[src/rtl/timer_pkg.sv]
// Shared definitions for the interval timer.
// Assumes the prescale width does not exceed the count width.
package timer_pkg;
    localparam int CNT_W = 16;
    localparam int PRE_W = 8;

    typedef enum logic [1:0] {
        SEL_COUNT  = 2'd0,
        SEL_PERIOD = 2'd1,
        SEL_SCALE  = 2'd2,
        SEL_NONE   = 2'd3
    } reg_sel_e;
endpackage

[src/rtl/timer_regs.sv]
// Holds the period and scale configuration registers.
// Assumes writes are single-cycle strobes. Scale is taken from the low bits.
module timer_regs #(
    parameter int CNT_W = 16,
    parameter int PRE_W = 8
) (
    input  logic             clk,
    input  logic             rst_n,
    input  logic             wr_en,
    input  logic [1:0]       wr_sel,
    input  logic [CNT_W-1:0] wr_data,
    output logic [CNT_W-1:0] period,
    output logic [PRE_W-1:0] scale
);
    import timer_pkg::*;

    // Capture period and scale writes.
    always_ff @(posedge clk) begin
        if (!rst_n) begin
            period <= '0;
            scale  <= '0;
        end else if (wr_en) begin
            if (reg_sel_e'(wr_sel) == SEL_PERIOD) period <= wr_data;
            if (reg_sel_e'(wr_sel) == SEL_SCALE)  scale  <= wr_data[PRE_W-1:0];
        end
    end
endmodule

[src/rtl/timer_prescale.sv]
// Prescaler down-counter. It issues a step strobe every (scale+1) enabled cycles.
// Assumes restart has priority and reloads the phase from the scale value.
module timer_prescale #(
    parameter int PRE_W = 8
) (
    input  logic             clk,
    input  logic             rst_n,
    input  logic             enable,
    input  logic             restart,
    input  logic [PRE_W-1:0] scale,
    output logic             step
);
    logic [PRE_W-1:0] phase;

    // Step fires on an enabled cycle whose phase has run out.
    always_comb step = enable && !restart && (phase == '0);

    // Advance the phase, reloading on expiry or restart.
    always_ff @(posedge clk) begin
        if (!rst_n)
            phase <= '0;
        else if (restart)
            phase <= scale;
        else if (enable)
            phase <= (phase == '0) ? scale : phase - 1'b1;
    end
endmodule

[src/rtl/timer_counter.sv]
// Main down-counter with reload from the period and a one-cycle interrupt.
// Assumes that a software load overrides a step in the same cycle.
module timer_counter #(
    parameter int CNT_W = 16
) (
    input  logic             clk,
    input  logic             rst_n,
    input  logic             step,
    input  logic             load,
    input  logic [CNT_W-1:0] load_val,
    input  logic [CNT_W-1:0] period,
    output logic [CNT_W-1:0] count,
    output logic             irq
);
    logic at_zero;

    // Detect the run-out condition.
    always_comb at_zero = (count == '0);

    // Update the count and pulse the interrupt on reload.
    always_ff @(posedge clk) begin
        if (!rst_n) begin
            count <= '0;
            irq   <= 1'b0;
        end else begin
            irq <= 1'b0;
            if (load) begin
                count <= load_val;
            end else if (step) begin
                if (at_zero) begin
                    count <= period;
                    irq   <= 1'b1;
                end else begin
                    count <= count - 1'b1;
                end
            end
        end
    end
endmodule

[src/rtl/interval_timer.sv]
// Top of the prescaled reloading interval timer.
// Assumes a synchronous active-low reset and that writes are accepted whatever the enable.
module interval_timer #(
    parameter int CNT_W = timer_pkg::CNT_W,
    parameter int PRE_W = timer_pkg::PRE_W
) (
    input  logic             clk,
    input  logic             rst_n,
    input  logic             enable,
    input  logic             wr_en,
    input  logic [1:0]       wr_sel,
    input  logic [CNT_W-1:0] wr_data,
    output logic [CNT_W-1:0] count_q,
    output logic [CNT_W-1:0] period_q,
    output logic [PRE_W-1:0] scale_q,
    output logic             irq
);
    import timer_pkg::*;

    logic load_cnt;
    logic step;

    // Decode a software write to the count.
    always_comb load_cnt = wr_en && (reg_sel_e'(wr_sel) == SEL_COUNT);

    timer_regs #(.CNT_W(CNT_W), .PRE_W(PRE_W)) u_regs (
        .clk(clk), .rst_n(rst_n), .wr_en(wr_en), .wr_sel(wr_sel),
        .wr_data(wr_data), .period(period_q), .scale(scale_q)
    );

    timer_prescale #(.PRE_W(PRE_W)) u_pre (
        .clk(clk), .rst_n(rst_n), .enable(enable), .restart(load_cnt),
        .scale(scale_q), .step(step)
    );

    timer_counter #(.CNT_W(CNT_W)) u_cnt (
        .clk(clk), .rst_n(rst_n), .step(step), .load(load_cnt),
        .load_val(wr_data), .period(period_q), .count(count_q), .irq(irq)
    );
endmodule

[config.mk]
export PLATFORM = sky130hd
export DESIGN_NAME = interval_timer
export DESIGN_NICKNAME = d
export VERILOG_FILES = /design/src/rtl/timer_pkg.sv /design/src/rtl/timer_regs.sv /design/src/rtl/timer_prescale.sv /design/src/rtl/timer_counter.sv /design/src/rtl/interval_timer.sv
export SDC_FILE = /design/constraint.sdc
export NUM_CORES = 1
export LEC_CHECK = 0
export BUFFER_PORTS_ARGS = -buffer_cell sky130_fd_sc_hd__buf_2
export CORE_ASPECT_RATIO = 1.1
export CORE_MARGIN = 3
export CORE_UTILIZATION = 40
export CTS_CLUSTER_DIAMETER = 80
export CTS_CLUSTER_SIZE = 40
export DETAILED_ROUTE_END_ITERATION = 10
export GPL_TIMING_DRIVEN = 0
export PLACE_DENSITY_LB_ADDON = 0.1
export SLEW_MARGIN = 0
export SYNTH_ARGS = -nofsm -noshare
export SYNTH_HDL_FRONTEND = slang
export SYNTH_HIERARCHICAL = 1
export SYNTH_SLANG_ARGS = --single-unit
[constraint.sdc]
create_clock -name clk -period 2.1 [get_ports clk]
set_clock_uncertainty 0.05 [all_clocks]
set_input_delay 0.21 -clock clk [delete_from_list [all_inputs] [get_ports clk]]
set_output_delay 0.21 -clock clk [all_outputs]
set_load 0.005 [all_outputs]
**Word level (Yosys, flattened, before mapping)**

Cells that the tools add are included.

- Add/subtract/negate cells: 2
- Equal/unequal tests: 2
- Multiplexer cells: 7
- Bitwise gates (word level): 2
- Reductions and logical operators: 12

Operator list:

| cell | count |
|---|---|
| $mux W16 | 3 |
| $mux W8 | 3 |
| $logic_not A16 Y1 | 1 |
| $sub A16 B1 Y16 const B | 1 |
| $logic_not A8 Y1 | 1 |
| $sub A8 B1 Y8 const B | 1 |
| $reduce_and A2 Y1 | 2 |
| $reduce_bool A2 Y1 | 2 |
| $logic_and A1 B1 Y1 | 3 |
| $reduce_or A3 Y1 | 1 |
| $eq A2 B1 Y1 const B | 1 |
| $eq A2 B2 Y1 const B | 1 |
| $logic_not A2 Y1 | 1 |
| $not A1 Y1 | 2 |
| $logic_not A1 Y1 | 1 |
| $mux W1 | 1 |

- Register bits after elaboration: 49
- Output and inout bits: 41
- Word-level logic and storage cells: 30

**Depth between registers and ports, before layout**

Gate-level depths: netlist (run 1).

- Depth after elaboration: 7
- Mapped depth: 9
- Gate-level depth less buffers: 8

**Modules after synthesis**

The synthesis (run 1) kept the hierarchy.

By module, submodules not included:

| module | times used | cells an instance | area each (um2) | seq. area each (um2) |
|---|---|---|---|---|
| timer_counter | 1 | 163 | 1,283.7 | 340.3 |
| timer_regs | 1 | 97 | 938.4 | 480.5 |
| timer_prescale | 1 | 72 | 585.6 | 160.2 |
| interval_timer | 1 | 1 | 12.5 | 0.0 |

**Worst setup path before layout (run 1)**

No wires, ideal clock.

- Path type: register to register
- Start: reg u_cnt.count[4]
- End: reg u_cnt.count[1]
- Data arrival time: 2,119 ps
- Setup slack: -157 ps
- Cell stages (with the launch flop): 8
- Period minus slack after synthesis: 2,257 ps
- Cells stage by stage: dfxtp_1 > buf_6 > or4_4 > buf_6 > or4_4 > buf_6 > and2_4 > o32ai_2

- Word-level cells in the longest chain between the ends: 4

Ends and longest elaborated chain:

| element | line | text |
|---|---|---|
| start: declaration | timer_counter.sv:12 | `output logic [CNT_W-1:0] count,` |
| start signal: assignment | timer_counter.sv:28 | `count <= load_val;` |
| start signal: assignment | timer_counter.sv:31 | `count <= period;` |
| start signal: assignment | timer_counter.sv:34 | `count <= count - 1'b1;` |
| $logic_not A16 Y1 | timer_counter.sv:18 | `always_comb at_zero = (count == '0);` |
| $mux W16 | timer_counter.sv:30 | `if (at_zero) begin` |
| $mux W16 | timer_counter.sv:29 | `end else if (step) begin` |
| $mux W16 | timer_counter.sv:27 | `if (load) begin` |

No other way between the ends. The select of a mux whose other input is x is not followed.
A chain may end at the register's enable or synchronous reset.

**Final worst setup path (run 1)**

- Start: reg u_cnt.count[0]
- End: reg u_cnt.count[1]

- Word-level cells in the longest chain between the ends: 4

Ends and longest elaborated chain:

| element | line |
|---|---|
| $sub A16 B1 Y16 or $logic_not A16 Y1 (tied branches) | timer_counter.sv:34, timer_counter.sv:18 |
| $mux W16 * | timer_counter.sv:30 |
| $mux W16 * | timer_counter.sv:29 |
| $mux W16 * | timer_counter.sv:27 |

Mark *: on every way between the ends. The rest lies on a longest branch, timed or not. The select of a mux whose other input is x is not followed.

==> reports/metrics.yaml, run 1 <==
crit_buf_inv: 2
drive_gt1_frac: 0.3220
cts_buffers: 5
min_path_type: "primary input to register"
setup_ws_ns: -0.04309
cts_hold_buf: 0
cp_top_family: "simple AND/OR/NAND/NOR gates"
grtUsageTotal: 0.2172
insertion_delay_ns: 0.31
synth-adder-area-share: 0.01775
worstPathRequired_ns: 2.27
antenna_left: 0
grt_max_degree: 18
cp.depth: 7
report.final.setup_viol: 6
crit_path_cell_trace: "inv_4 -> ha_4 -> or3b_4 -> or4_4 -> buf_8 -> and2_4 -> o32ai_2"
maxSlewViolCount: 0
worstSetupStartpoint: "u_cnt/count[0]$_SDFFE_PN0P_"
synth_mux_area_frac: 0.09938
die_height_um: 94.07
power.density_nw_per_um2: 1727
dp_cells: 476
grt_pass1_vias: 2643
grt_setup_unrepaired: "true"
worstReg2RegEnd: "u_cnt/count[1]$_SDFFE_PN0P_"
nets: 435
dieArea_um2: 8095
netlist_area_um2: 2820
diodes: 0
period_minus_slack_ns: 2.143
ys_top_cells_by_count: "49 x dfxtp_1, 48 x nand2_1, 28 x mux2i_1"
min_path_cells: 2
yosysUniqueCellTypes: 59
drtIter0Drc: 122
gp_congestion: 0.9086
crit_path_max_fanout: 5
arrival_ns: 2.31
regToRegStartpoint: "u_cnt/count[0]$_SDFFE_PN0P_"
antenna_found_initial: 0
status: "finished, violations left"
hold_path_startpoint: "enable"
wirelength_um: 8627
fin_crit_sh: 1.021
yosysTopAreaCellShare: 0.3478
io_buffers: 61
initial_core_util: 0.4203
rows: 31
startpoint_type: "register"
synth_top_family_by_area: "simple AND/OR/NAND/NOR gates"
grt_pass1_wl_um: 13740
clockBufferDepth: 2
yosysTopAreaCell: "dfxtp_1"
critPathCaptureType: "register"
power.leakage_nw: 1.542
hold_end: "u_pre/phase[1]$_SDFFE_PN0P_"
num_io_pins: 63
syn_inst: 333
ff_latch_area_um2: 1005
ys_seq_area_frac: 0.3478
via_count: 2790
fin_setup_tns_ns: -0.1171
ys.flop_type: "dfxtp_1"
n_fill_cell: 662
yosys.area_share.simple: 0.2489
synthMostInstantiatedCell: "dfxtp_1"
syn_nets: 359
multi_input_area_um2: 1740
viasPerCell: 5.671
ir_worst_vdd_uv: 722.5
critPathMaxStageDelay_ns: 0.58
relSlewSlack: 0.5489
final_hold_viol_count: 0
core_um2: 6710
clk_pin_slew_ns: 0.10
yosys_warnings: 6
path_class: "register to register"
fin_cells: 492
r2r_slack_ns: -0.04
whs_ns: 0.06455
htreeDepth: 2
hpwlAfterDp_um: 6122
dieWidth_um: 86.06
first_pass_iters: 4
ff2ff_path_depth: 7
syn-mean-instance-area_um2: 8.469
clockRootBuffer: "clkbuf_8"
cp_slowest_cell: "or4_4"
violations: "setup timing"
synth_edf_count: 0
syn2layout_area_growth_pct: 27.55
fmax_mhz: 466.6
drc_errors: 0
drv_cap: 0
synth_xor_area_frac: 0.006211
tritoncts: "done"
ys_async_sr_fraction: 0
overflow: 0
yosys_register_bits: 49
worstMarginPinSlew_ns: 0.6767
synth-compound-area-share: 0.2098
wire_per_inst_um: 17.53
netlist_top_cells_area: "dfxtp_1 35%, mux2i_1 9.9%, nand2_1 6.4%, a21oi_1 4.1%, o32ai_1 3.4%"
clock_sinks: 49
## per-layer routing
layer  share of wire  vias to the layer above  track usage
met5               0                        -            0
met4           0.012                        0      0.06069
met3           0.041                        8      0.03509
met2            0.49                       67       0.3715
met1            0.45                     1334       0.2801
li1                -                     1381            -
## sequential cells by signal, summed over array words and instances, names as in the netlist
| name | count |
|---|---|
| u_cnt/count | 16 |
| u_regs/period | 16 |
| u_pre/phase | 8 |
| u_cnt/irq | 1 |
| u_regs/scale | 8 |
## cells in the final DEF (no fill, tap or decap), types with 4 or more instances in the layout
cell	n
o21ai_1	6
buf_2	62
o21ai_0	6
nor2_1	18
nand2_1	48
a21oi_1	23
dfxtp_4	4
o32ai_2	4
o32ai_1	8
buf_4	13
a31oi_1	5
nor3_1	12
o22ai_1	4
nor3b_1	11
clkbuf_8	7
dfxtp_2	7
inv_1	10
or4_4	5
clkbuf_1	10
mux2i_1	28
nor4_1	4
dfxtp_1	38
## timing repair
action	in CTS	in global routing
endpoints found under the hold margin	0	0
resized for setup	29	14
cloned	1	0
pin swaps	8	4
buffers inserted	10	2
setup endpoints to repair	17	16
## worst register-to-register path, cell delays in order, from the launching register on
cell	delay (ns)
dfxtp_4	0.36
inv_4	0.07
ha_4	0.14
or3b_4	0.38
or4_4	0.58
buf_8	0.16
and2_4	0.13
o32ai_2	0.20
## worst max-delay path by stage
stage | end | slack (ns)
floorplan | u_cnt/count[4]$_SDFFE_PN0P_ | 0.007
global placement | u_cnt/count[4]$_SDFFE_PN0P_ | -0.73
detailed placement | u_cnt/count[10]$_SDFFE_PN0P_ | -0.69
CTS | u_cnt/count[10]$_SDFFE_PN0P_ | -0.01
global route | u_cnt/count[3]$_SDFFE_PN0P_ | -0.08
finish | u_cnt/count[1]$_SDFFE_PN0P_ | -0.04
## kinds of logic after synthesis
group	after synthesis
compound gates	86
mux	28
xor+xnor	2
flops	49
buf+inv	38
fa+ha+maj	4
simple gates	126
## stage by stage
stage | instance area, um2 | util | setup WS [ns] | power, mW
6_report | 3597 | 0.5361 | -0.04309 | 6.213
3_5_place_dp | 3257 | 0.4854 | -0.6891 | 4.698
3_3_place_gp | 3257 | 0.4854 | -0.7341 | 4.677
4_1_cts | 3535 | 0.5268 | -0.01214 | 6.054
2_1_floorplan | 2849 | - | 0.007101 | 3.876
5_1_grt | 3597 | 0.5361 | -0.08013 | 6.653
## layout make-up
class / instances / share of cell area
Sequential cell: 49 / 0.2793
Clock inverter: 2 / 0.01043
Clock buffer: 6 / 0.02296
Tap cell: 82 / 0.02852
Inverter: 13 / 0.01496
Timing Repair Buffer: 74 / 0.1176
Buffer: 20 / 0.04243
Multi-Input combinational cell: 246 / 0.4838
## where the power goes
| group | total (mW) | internal [mW] | switching [mW] |
|---|---|---|---|
| sequential | 1.44 | 1.16 | 0.280 |
| clock | 0.730 | 0.388 | 0.342 |
| combinational | 4.04 | 1.98 | 2.06 |
| total | 6.21 | 3.53 | 2.68 |
(Power assumes the default switching activity.)
==> run 2, diff against run 1 <==
CTS_BUF_LIST = sky130_fd_sc_hd__clkbuf_2 sky130_fd_sc_hd__clkbuf_4 sky130_fd_sc_hd__clkbuf_8   (was default)
clock period = 2.7 ns   (was 2.1 ns; I/O delays follow)
==> run 2 against run 1 <==
- the flow now finishes without violations
- power shrank 35%
- critical path type unchanged
- clock power shrank 35%
- largest cell class unchanged
- count of clock-buffer cells in the layout shrank 1
- wire length shrank 3.1%
==> reports/metrics.yaml, run 2 (same netlist as run 1, synthesis figures left out) <==
first_pass_iters: 4
postCtsSetupRepairBufs: 0
dieArea_um2: 8095
diodes: 0
met1_usage: 0.2657
ir_worst_vdd_uv: 721.6
power.density_nw_per_um2: 1222
tritoncts: "done"
wire_per_inst_um: 17.26
fin_crit_sh: 0.9334
viasPerCell: 5.653
nets: 427
drtIter0Drc: 190
min_path_cells: 2
grt_pass1_vias: 2603
cts_buffers: 5
report.final.setup_viol: 0
path_class: "register to register"
clock_sinks: 49
core_um2: 6710
startpoint_type: "register"
dieWidth_um: 86.06
worstReg2RegEnd: "u_cnt/count[8]$_SDFFE_PN0P_"
crit_path_max_fanout: 10
final_common_cell: "buf_2"
grtUsageTotal: 0.2111
mostFrequentLayoutCells: "62 x buf_2, 49 x dfxtp_1, 48 x nand2_1"
critPathCaptureType: "register"
grt.busiest_layer: "met2"
rows: 31
critPathMaxStageDelay_ns: 0.67
status: "finished clean"
use_met3: 0.03246
hold_path_startpoint: "enable"
ff2ff_path_depth: 6
via_count: 2736
r2r_slack_ns: 0.18
drive_gt1_frac: 0.2239
cp.depth: 6
hold_end: "u_pre/phase[1]$_SDFFE_PN0P_"
final_hold_viol_count: 0
htreeDepth: 2
num_io_pins: 63
reg_top3: "u_cnt/count: 16 flops, u_regs/period: 16 flops"
overflow: 0
period_minus_slack_ns: 2.520
use_met2: 0.3766
place_area_um2: 3228
worstPathRequired_ns: 2.85
drv_cap: 0
antenna_found_initial: 0
maxSlewViolCount: 0
drc_errors: 0
regToRegStartpoint: "u_cnt/count[8]$_SDFFE_PN0P_"
crit_buf_inv: 2
clockRootBuffer: "clkbuf_8"
post-place-ws_ns: -0.2105
initial_core_util: 0.4203
insertion_delay_ns: 0.31
gp_congestion: 0.9114
wirelength_um: 8356
grt_max_degree: 18
relSlewSlack: 0.5756
cp_top_family: "simple AND/OR/NAND/NOR gates"
worstMarginPinSlew_ns: 0.6365
antenna_left: 0
hpwlAfterDp_um: 6083
cp_slowest_cell: "or4_1"
arrival_ns: 2.67
clk_pin_slew_ns: 0.10
min_path_type: "primary input to register"
grt_setup_unrepaired: "false"
syn2layout_area_growth_pct: 18.10
crit_top_cell: "clkbuf_1"
clockBufferDepth: 2
worstSetupStartpoint: "u_cnt/count[8]$_SDFFE_PN0P_"
power.leakage_nw: 1.435
setup_ws_ns: 0.1799
fmax_mhz: 396.8
crit_path_cell_trace: "clkbuf_1 -> or4_1 -> or4_4 -> clkbuf_1 -> o21ai_0 -> o22ai_1"
io_buffers: 61
die_height_um: 94.07
grt_pass1_wl_um: 13490
design_area_um2: 3331
[run 2: worst max-delay path by stage]
stage	to	slack (ns)
2_1_floorplan	u_cnt/count[1]$_SDFFE_PN0P_	0.44
3_3_place_gp	u_cnt/count[4]$_SDFFE_PN0P_	-0.25
3_5_place_dp	u_cnt/count[4]$_SDFFE_PN0P_	-0.21
4_1_cts	u_cnt/count[4]$_SDFFE_PN0P_	0.15
5_1_grt	u_cnt/count[15]$_SDFFE_PN0P_	0.01
6_report	u_cnt/count[8]$_SDFFE_PN0P_	0.18
[run 2: routing by layer]
layer | vias to the layer above | share of wire
li1 | 1370 | -
met4 | 0 | 0.0063
met2 | 71 | 0.51
met1 | 1290 | 0.43
met5 | - | 0
met3 | 5 | 0.059
[run 2: stage by stage]
stage | hold slack [ns] | utilization | setup TNS, ns | power, mW | std cells
detailed placement | 0.4150 | 0.4811 | -1.583 | 3.569 | 476
global placement | 0.4093 | 0.4811 | -2.265 | 3.568 | 476
finish | 0.1364 | 0.4964 | 0 | 4.069 | 484
floorplan | 0.3375 | - | 0 | 2.945 | 333
CTS | 0.1286 | 0.4962 | 0 | 4.062 | 484
global route | 0.1371 | 0.4964 | 0 | 4.394 | 484
[run 2: power by group]
group / switching, mW / internal (mW) / total, mW
combinational: 1.42 / 1.08 / 2.50
clock: 0.283 / 0.188 / 0.471
sequential: 0.218 / 0.880 / 1.10
total: 1.92 / 2.15 / 4.07
[run 2: cell type report]
type / instances / area, um2
plain buffers: 25 / 151.4
clock inverters: 3 / 25.02
inverters: 13 / 48.80
well taps: 82 / 102.6
multi-input cells: 246 / 1648
fillers: 690 / 3379
clock buffers: 5 / 68.82
repair buffers: 61 / 305.3
flip-flops and latches: 49 / 980.9
[run 2: repair_timing]
item / in CTS / in global routing
endpoints found under the hold margin: 0 / 0
gates cloned: 0 / 0
hold buffers: 0 / 0
endpoints found under the setup margin: 10 / 2
gates resized for setup: 2 / 2
